$ cat src/rtl/tw_pkg.sv
package tw_pkg;
  localparam int CMD_W = 8;
  localparam int IDX_W = 5;
  localparam logic [IDX_W-1:0] BURST_CODE = '1;

  typedef struct packed {
    logic             valid;
    logic             ram;
    logic [IDX_W-1:0] index;
    logic             read;
  } cmd_t;

  typedef enum logic [1:0] {ST_CMD, ST_WR, ST_RD, ST_DONE} xfer_st_t;

  // Split a command byte into its fields.
  function automatic cmd_t decode_cmd(input logic [CMD_W-1:0] b);
    cmd_t c;
    c.valid = b[7];
    c.ram   = b[6];
    c.index = b[5:1];
    c.read  = b[0];
    return c;
  endfunction

  // Number of bytes a transfer may move.
  function automatic int unsigned xfer_limit(input logic burst, input logic ram,
                                             input int unsigned clk_n,
                                             input int unsigned ram_n);
    if (!burst) return 1;
    return ram ? ram_n : clk_n;
  endfunction

  // Lock rule: only the control register stays writable.
  function automatic logic write_ok(input logic lock, input logic ram,
                                    input logic [IDX_W-1:0] idx,
                                    input int unsigned ctrl);
    return !lock || (!ram && idx == IDX_W'(ctrl));
  endfunction
endpackage

$ cat src/rtl/tw_sync_edge.sv
module tw_sync_edge #(
  parameter int STAGES = 2
) (
  input  logic clk,
  input  logic rst_n,
  input  logic sck_in,
  input  logic sel_in,
  input  logic din_in,
  output logic sel_q,
  output logic din_q,
  output logic sck_rise,
  output logic sck_fall
);
  logic [STAGES-1:0] sck_p, sel_p, din_p;
  logic sck_d;

  always_ff @(posedge clk or negedge rst_n) begin
    if (!rst_n) begin
      sck_p <= '0;
      sel_p <= '0;
      din_p <= '0;
      sck_d <= 1'b0;
    end else begin
      sck_p <= {sck_p[STAGES-2:0], sck_in};
      sel_p <= {sel_p[STAGES-2:0], sel_in};
      din_p <= {din_p[STAGES-2:0], din_in};
      sck_d <= sck_p[STAGES-1];
    end
  end

  assign sel_q    = sel_p[STAGES-1];
  assign din_q    = din_p[STAGES-1];
  assign sck_rise = sck_p[STAGES-1] & ~sck_d;
  assign sck_fall = ~sck_p[STAGES-1] & sck_d;

  assert_edges_exclusive_R2: assert property (@(posedge clk) disable iff (!rst_n)
    !(sck_rise && sck_fall));
endmodule

$ cat src/rtl/tw_rx_shift.sv
module tw_rx_shift #(
  parameter int W = 8
) (
  input  logic         clk,
  input  logic         rst_n,
  input  logic         clear,
  input  logic         shift_en,
  input  logic         din,
  output logic         byte_done,
  output logic [W-1:0] byte_val
);
  localparam int CW = $clog2(W);
  logic [W-1:0]  sh;
  logic [CW-1:0] cnt;

  always_ff @(posedge clk or negedge rst_n) begin
    if (!rst_n) begin
      sh  <= '0;
      cnt <= '0;
    end else if (clear) begin
      cnt <= '0;
    end else if (shift_en) begin
      sh  <= {din, sh[W-1:1]};
      cnt <= cnt + 1'b1;
    end
  end

  // LSB arrives first, so the newest bit is the MSB.
  assign byte_done = shift_en && (cnt == CW'(W-1));
  assign byte_val  = {din, sh[W-1:1]};

  assert_clear_restarts_count_R9: assert property (@(posedge clk) disable iff (!rst_n)
    clear |=> !byte_done);
endmodule

$ cat src/rtl/tw_tx_shift.sv
module tw_tx_shift #(
  parameter int W = 8
) (
  input  logic                 clk,
  input  logic                 rst_n,
  input  logic                 clear,
  input  logic                 load,
  input  logic                 adv,
  input  logic                 release_line,
  input  logic [W-1:0]         din,
  output logic                 dout,
  output logic                 oe,
  output logic [$clog2(W)-1:0] pos
);
  localparam int CW = $clog2(W);
  logic [W-1:0] sh;

  always_ff @(posedge clk or negedge rst_n) begin
    if (!rst_n) begin
      sh   <= '0;
      pos  <= '0;
      dout <= 1'b0;
      oe   <= 1'b0;
    end else if (clear) begin
      pos <= '0;
      oe  <= 1'b0;
    end else if (load) begin
      dout <= din[0];
      sh   <= {1'b0, din[W-1:1]};
      pos  <= CW'(1);
      oe   <= 1'b1;
    end else if (adv) begin
      dout <= sh[0];
      sh   <= {1'b0, sh[W-1:1]};
      pos  <= pos + 1'b1;
    end else if (release_line) begin
      oe <= 1'b0;
    end
  end

  assert_load_at_boundary_R4: assert property (@(posedge clk) disable iff (!rst_n)
    load |-> pos == '0);
endmodule

$ cat src/rtl/tw_reg_port.sv
module tw_reg_port #(
  parameter int CLK_BYTES   = 8,
  parameter int RAM_BYTES   = 31,
  parameter int CTRL_INDEX  = 7,
  parameter int SYNC_STAGES = 2
) (
  input  logic       clk,
  input  logic       rst_n,
  input  logic       ser_sel,
  input  logic       ser_clk,
  input  logic       ser_din,
  output logic       ser_dout,
  output logic       ser_doe,
  input  logic       wr_lock,
  output logic       bank_space,
  output logic [4:0] bank_index,
  output logic       bank_wr,
  output logic [7:0] bank_wdata,
  output logic       bank_rd,
  input  logic [7:0] bank_rdata
);
  import tw_pkg::*;

  localparam int MAXB = (CLK_BYTES > RAM_BYTES) ? CLK_BYTES : RAM_BYTES;
  localparam int CNT_W = $clog2(MAXB + 1);
  localparam int PW = $clog2(CMD_W);

  logic sel_q, din_q, sck_rise, sck_fall;
  logic rx_done;
  logic [CMD_W-1:0] rx_byte;
  logic [PW-1:0] tx_pos;

  xfer_st_t st;
  logic space_r, burst_r;
  logic [IDX_W-1:0] idx_r;
  logic [CNT_W-1:0] cnt_r, limit;

  // Named internal events
  logic rx_en, cmd_done, data_done, wr_fire;
  logic rd_edge, rd_fetch, rd_stop, tx_adv, more;
  cmd_t cmd;

  tw_sync_edge #(.STAGES(SYNC_STAGES)) u_sync (
    .clk(clk), .rst_n(rst_n), .sck_in(ser_clk), .sel_in(ser_sel), .din_in(ser_din),
    .sel_q(sel_q), .din_q(din_q), .sck_rise(sck_rise), .sck_fall(sck_fall));

  assign rx_en = sel_q && sck_rise && (st == ST_CMD || st == ST_WR);

  tw_rx_shift #(.W(CMD_W)) u_rx (
    .clk(clk), .rst_n(rst_n), .clear(!sel_q), .shift_en(rx_en), .din(din_q),
    .byte_done(rx_done), .byte_val(rx_byte));

  assign cmd       = decode_cmd(rx_byte);
  assign limit     = CNT_W'(xfer_limit(burst_r, space_r, CLK_BYTES, RAM_BYTES));
  assign more      = cnt_r < limit;
  assign cmd_done  = rx_done && st == ST_CMD;
  assign data_done = rx_done && st == ST_WR;
  assign wr_fire   = data_done && write_ok(wr_lock, space_r, idx_r, CTRL_INDEX);
  assign rd_edge   = sel_q && sck_fall && st == ST_RD;
  assign rd_fetch  = rd_edge && tx_pos == '0 && more;
  assign rd_stop   = rd_edge && tx_pos == '0 && !more;
  assign tx_adv    = rd_edge && tx_pos != '0;

  tw_tx_shift #(.W(CMD_W)) u_tx (
    .clk(clk), .rst_n(rst_n), .clear(!sel_q), .load(rd_fetch), .adv(tx_adv),
    .release_line(rd_stop), .din(bank_rdata), .dout(ser_dout), .oe(ser_doe),
    .pos(tx_pos));

  always_ff @(posedge clk or negedge rst_n) begin
    if (!rst_n) begin
      st      <= ST_CMD;
      space_r <= 1'b0;
      burst_r <= 1'b0;
      idx_r   <= '0;
      cnt_r   <= '0;
    end else if (!sel_q) begin
      st    <= ST_CMD;
      cnt_r <= '0;
    end else if (cmd_done) begin
      if (!cmd.valid) begin
        st <= ST_DONE;
      end else begin
        space_r <= cmd.ram;
        burst_r <= (cmd.index == BURST_CODE);
        idx_r   <= (cmd.index == BURST_CODE) ? '0 : cmd.index;
        cnt_r   <= '0;
        st      <= cmd.read ? ST_RD : ST_WR;
      end
    end else if (data_done) begin
      idx_r <= idx_r + 1'b1;
      cnt_r <= cnt_r + 1'b1;
      if (cnt_r + 1'b1 == limit) st <= ST_DONE;
    end else if (rd_fetch) begin
      idx_r <= idx_r + 1'b1;
      cnt_r <= cnt_r + 1'b1;
    end else if (rd_stop) begin
      st <= ST_DONE;
    end
  end

  assign bank_space = space_r;
  assign bank_index = idx_r;
  assign bank_wr    = wr_fire;
  assign bank_wdata = rx_byte;
  assign bank_rd    = rd_fetch;

  assert_released_when_deselected_R9: assert property (@(posedge clk) disable iff (!rst_n)
    !sel_q |=> !ser_doe);
  assert_quiet_when_deselected_R1: assert property (@(posedge clk) disable iff (!rst_n)
    !sel_q |-> !bank_wr && !bank_rd);
  assert_lock_spares_control_R5: assert property (@(posedge clk) disable iff (!rst_n)
    (bank_wr && wr_lock) |-> (!bank_space && bank_index == IDX_W'(CTRL_INDEX)));
  assert_burst_bound_R7: assert property (@(posedge clk) disable iff (!rst_n)
    cnt_r <= limit);
  assert_drive_follows_fetch_R4: assert property (@(posedge clk) disable iff (!rst_n)
    $rose(ser_doe) |-> $past(bank_rd));
  assert_no_strobe_overlap_R2: assert property (@(posedge clk) disable iff (!rst_n)
    !(bank_wr && bank_rd));
endmodule

$ cat config.mk
export PLATFORM = sky130hd
export DESIGN_NAME = tw_reg_port
export DESIGN_NICKNAME = d
export VERILOG_FILES = /design/src/rtl/tw_pkg.sv /design/src/rtl/tw_sync_edge.sv /design/src/rtl/tw_rx_shift.sv /design/src/rtl/tw_tx_shift.sv /design/src/rtl/tw_reg_port.sv
export SDC_FILE = /design/constraint.sdc
export NUM_CORES = 1
export LEC_CHECK = 0
export ABC_AREA = 1
export BUFFER_PORTS_ARGS = -buffer_cell sky130_fd_sc_hd__buf_2
export CORE_MARGIN = 4
export CORE_UTILIZATION = 35
export CTS_BUF_LIST = sky130_fd_sc_hd__clkbuf_8
export DETAILED_ROUTE_END_ITERATION = 10
export PLACE_DENSITY_LB_ADDON = 0.3
export SLEW_MARGIN = 25
export SYNTH_ARGS = -nofsm -noshare
export SYNTH_HDL_FRONTEND = slang
export SYNTH_SLANG_ARGS = --single-unit
$ cat constraint.sdc
create_clock -name clk -period 5.6 [get_ports clk]
set_input_delay 0.28 -clock clk [delete_from_list [all_inputs] [get_ports clk]]
set_output_delay 0.28 -clock clk [all_outputs]
set_load 0.01 [all_outputs]
==> metrics.md <==
| Metric | Value |
|---|---|
| Outcome | `complete, but fails checks` |
| Failing checks | `negative hold slack` |
| Number of top-level pins | `32` |
| CORE AREA | `6460 um2` |
| FF+latch count, synth | `43` |
| Post-synth top area share | `0.456` |
| Count leader, synth | `nand2_1` |
| IO buf count | `31` |
| Worst setup SP type | `flop` |
| Yosys warning count | `0` |
| Register area share after synthesis | `0.456` |
| First-pass GRT wire length | `around 7900 um` |
| Post-synthesis cell type count | `32` |
| Critical path's most frequent cell | `nand2_1` |
| Vias | `1866` |
| Placed insts | `384` |
| Die height | `90.1 um` |
| Final std cells w/o fill | `392` |
| Number of diodes | `0` |
| Worst slew pin tran | `530 ps` |
| Worst R2R Path Depth | `10` |
| Clk sink count | `43` |
| Setup TNS | `0 ps` |
| Clock Skew | `5.79 ps` |
| Crit-path max cell delay | `410 ps` |
| EDFF count, synth | `0` |
| Post-synth top area cell | `dfrtp_1` |
| Cell Chain, Critical Path | `nand2_1 > ha_1 > nand2_1 > inv_1 > o21bai_1 > nand4_4 > clkinv_1 > buf_2` |
| Clock Latency Late Sink | `290 ps` |
| Mapped Avg Cell Area | `8.37 um2` |
| Share of async-settable or async-resettable flops after synthesis | `1.00` |
| Synth top area cells | `dfrtp_1, nand2_1, inv_1` |
| # setup viols final | `0` |
| RSZ-0062 raised after global routing | `false` |
| Final period util | `0.445` |
| Pwr/cell area | `about 270 nW/um2` |
| Post-layout min period | `2490 ps` |
| Fillers | `654` |
| Vias per inst | `4.76` |
| Remaining DRCs | `0` |
| Rel. slew slack | `0.647` |
| Clock slew at reported path FFs | `80 ps` |
| CP Capture Type | `output port` |
| Worst setup path category | `flop to output port` |
| Max VDD drop | `roughly 160 uV` |
| TritonCTS clock tree | `built` |
| H-tree Lvls | `2` |
| Hold Crit Class | `input pin to asynchronous set/reset pin` |
| Worst hold margin | `-35.3 ps` |
| Syn Std Cell Area | `2360 um2` |
| Crit. path cell count | `8` |
| Die area | `8120 um2` |
| Layout cell share with drive strength beyond 1 | `0.194` |
| Crit path max fanout | `18` |
| DRT Wirelength | `about 4600 um` |
| Initial antenna violation count | `0` |
| Total GRT Usage | `0.117` |
| Buffers and inverters on the worst path | `3` |
| Area Growth Syn to Fin | `12.7%` |
| Post-DP HPWL | `3460 um` |
| Post-CTS sizing | `0` |
| Final ANT Viol Nets | `0` |
| Row count | `29` |
| DRT iter0 DRCs | `73` |
| Largest net degree at the start of global routing | `44` |
| Vias in the first global route | `1741` |
| Root Buffer | `clkbuf_8` |
| Post-layout util | `0.412` |
| Slowest CP cell | `dfrtp_1` |
| Final nets | `339` |
| CP delay by family, top | `simple AND/OR/NAND/NOR gates` |
| GRT overflow | `0` |
| Die width | `~90 um` |
| TritonRoute pass-1 iters | `4` |
| Clock buffer depth | `2` |
| Total setup buffers inserted after CTS | `0` |
| Max-cap violations | `0` |
| CTS Hold Bufs | `0` |
| Synth Net Count | `307` |
| Leak | `1.38 nW` |
| Max Slew Vio Count | `0` |
| Placer Congestion | `0.811` |
| Fmax | `about 400 MHz` |
| Drt wl/cell | `approximately 12 um` |
| Endpoints failing hold | `43` |
| CP arrival | `2210 ps` |
| CP required | `5320 ps` |
| Dominant synthesized flop cell | `dfrtp_1` |
| Post-Synthesis Cells | `approximately 280` |
| Initial Utilization | `0.366` |
| Top post-synthesis cells by count | `nand2_1, dfrtp_1, inv_1` |
| CTS Buf Count | `5` |
-- cells in the final DEF, fill, tap and decap left out, types with 2 or more instances in the layout --
master and count:
nand2_2 2, clkbuf_8 5, a31oi_1 2, nor2_1 14
nand2_4 2, o21ai_2 5, clkinv_2 3, nand2_1 77
nor3_1 2, ha_1 11, xnor2_1 3, dfrtp_1 43
a21oi_1 5, o21ai_0 17, nand3_1 26, a22o_1 2
nand4_1 9, inv_1 38, nand3_2 6, buf_2 30
inv_2 2
-- sequential cells by signal, indices dropped and copies added (netlist names) --
register	cells
u_rx.sh	7
u_tx.dout	1
u_tx.sh	7
bank_space	1
u_sync.sel_p	2
bank_index	5
burst_r	1
u_sync.sck_p	2
u_sync.din_p	2
st	2
u_rx.cnt	3
u_sync.sck_d	1
u_tx.pos	3
u_tx.oe	1
cnt_r	5
-- per-layer routing --
layer / wire length, um / GRT usage
met1: 2210 / 0.157
met2: 2130 / 0.187
met3: 121 / 0.0184
met4: 113 / 0.0548
met5: 0 / 0
-- area by class of cell --
type	count	area [um2]	area share
Multi-Input combinational cell	192	1090	0.411
Sequential cell	43	1080	0.405
Timing Repair Buffer	31	158	0.0593
Inverter	41	154	0.0579
Tap cell	77	96.3	0.0362
Clock buffer	5	68.8	0.0259
Clock inverter	3	15.0	0.00564
-- kinds of logic after synthesis --
group           Yosys count  synth area share
xor+xnor                  4            0.0148
buf+inv                  47            0.0816
simple gates            143             0.303
flops                    43             0.456
fa+ha+maj                11            0.0583
compound gates           34            0.0869
-- final timing paths --
check / start / endpoint / slack [ps]
max in group asynchronous: rst_n / u_tx.sh[5]$_DFFE_PN0P_ / 5270
min: rst_n / u_rx.sh[2]$_DFFE_PN0P_ / -40
min in group clk: ser_din / u_sync.din_p[0]$_DFF_PN0_ / 90
min reg2reg: u_sync.sel_p[0]$_DFF_PN0_ / u_sync.sel_p[1]$_DFF_PN0_ / 350
max: burst_r$_DFFE_PN0P_ / bank_rd / 3110
max reg2reg: burst_r$_DFFE_PN0P_ / bank_index[1]$_DFFE_PN0P_ / 3470
-- metrics by stage --
step / worst slack, ps / area [um2] / power, mW / hold WS, ps
after detailed placement: 3410 / 2570 / 0.542 / 336
after global routing: 2920 / 2660 / 0.773 / 11.1
after CTS: 3080 / 2660 / 0.733 / 74.3
after floorplan: 3720 / 2360 / 0.489 / -15.6
after global placement: 3470 / 2570 / 0.539 / 331
final: 3110 / 2660 / 0.723 / -35.3
-- power by group --
part           internal (mW)  switching [mW]  leakage, nW  total [mW]
sequential             0.355          0.0372        0.552       0.392
combinational         0.0599          0.0806        0.783       0.141
clock                 0.0854           0.105       0.0477       0.190
total                  0.500           0.223         1.38       0.723
Note: power is estimated with default switching activity, not from simulation.
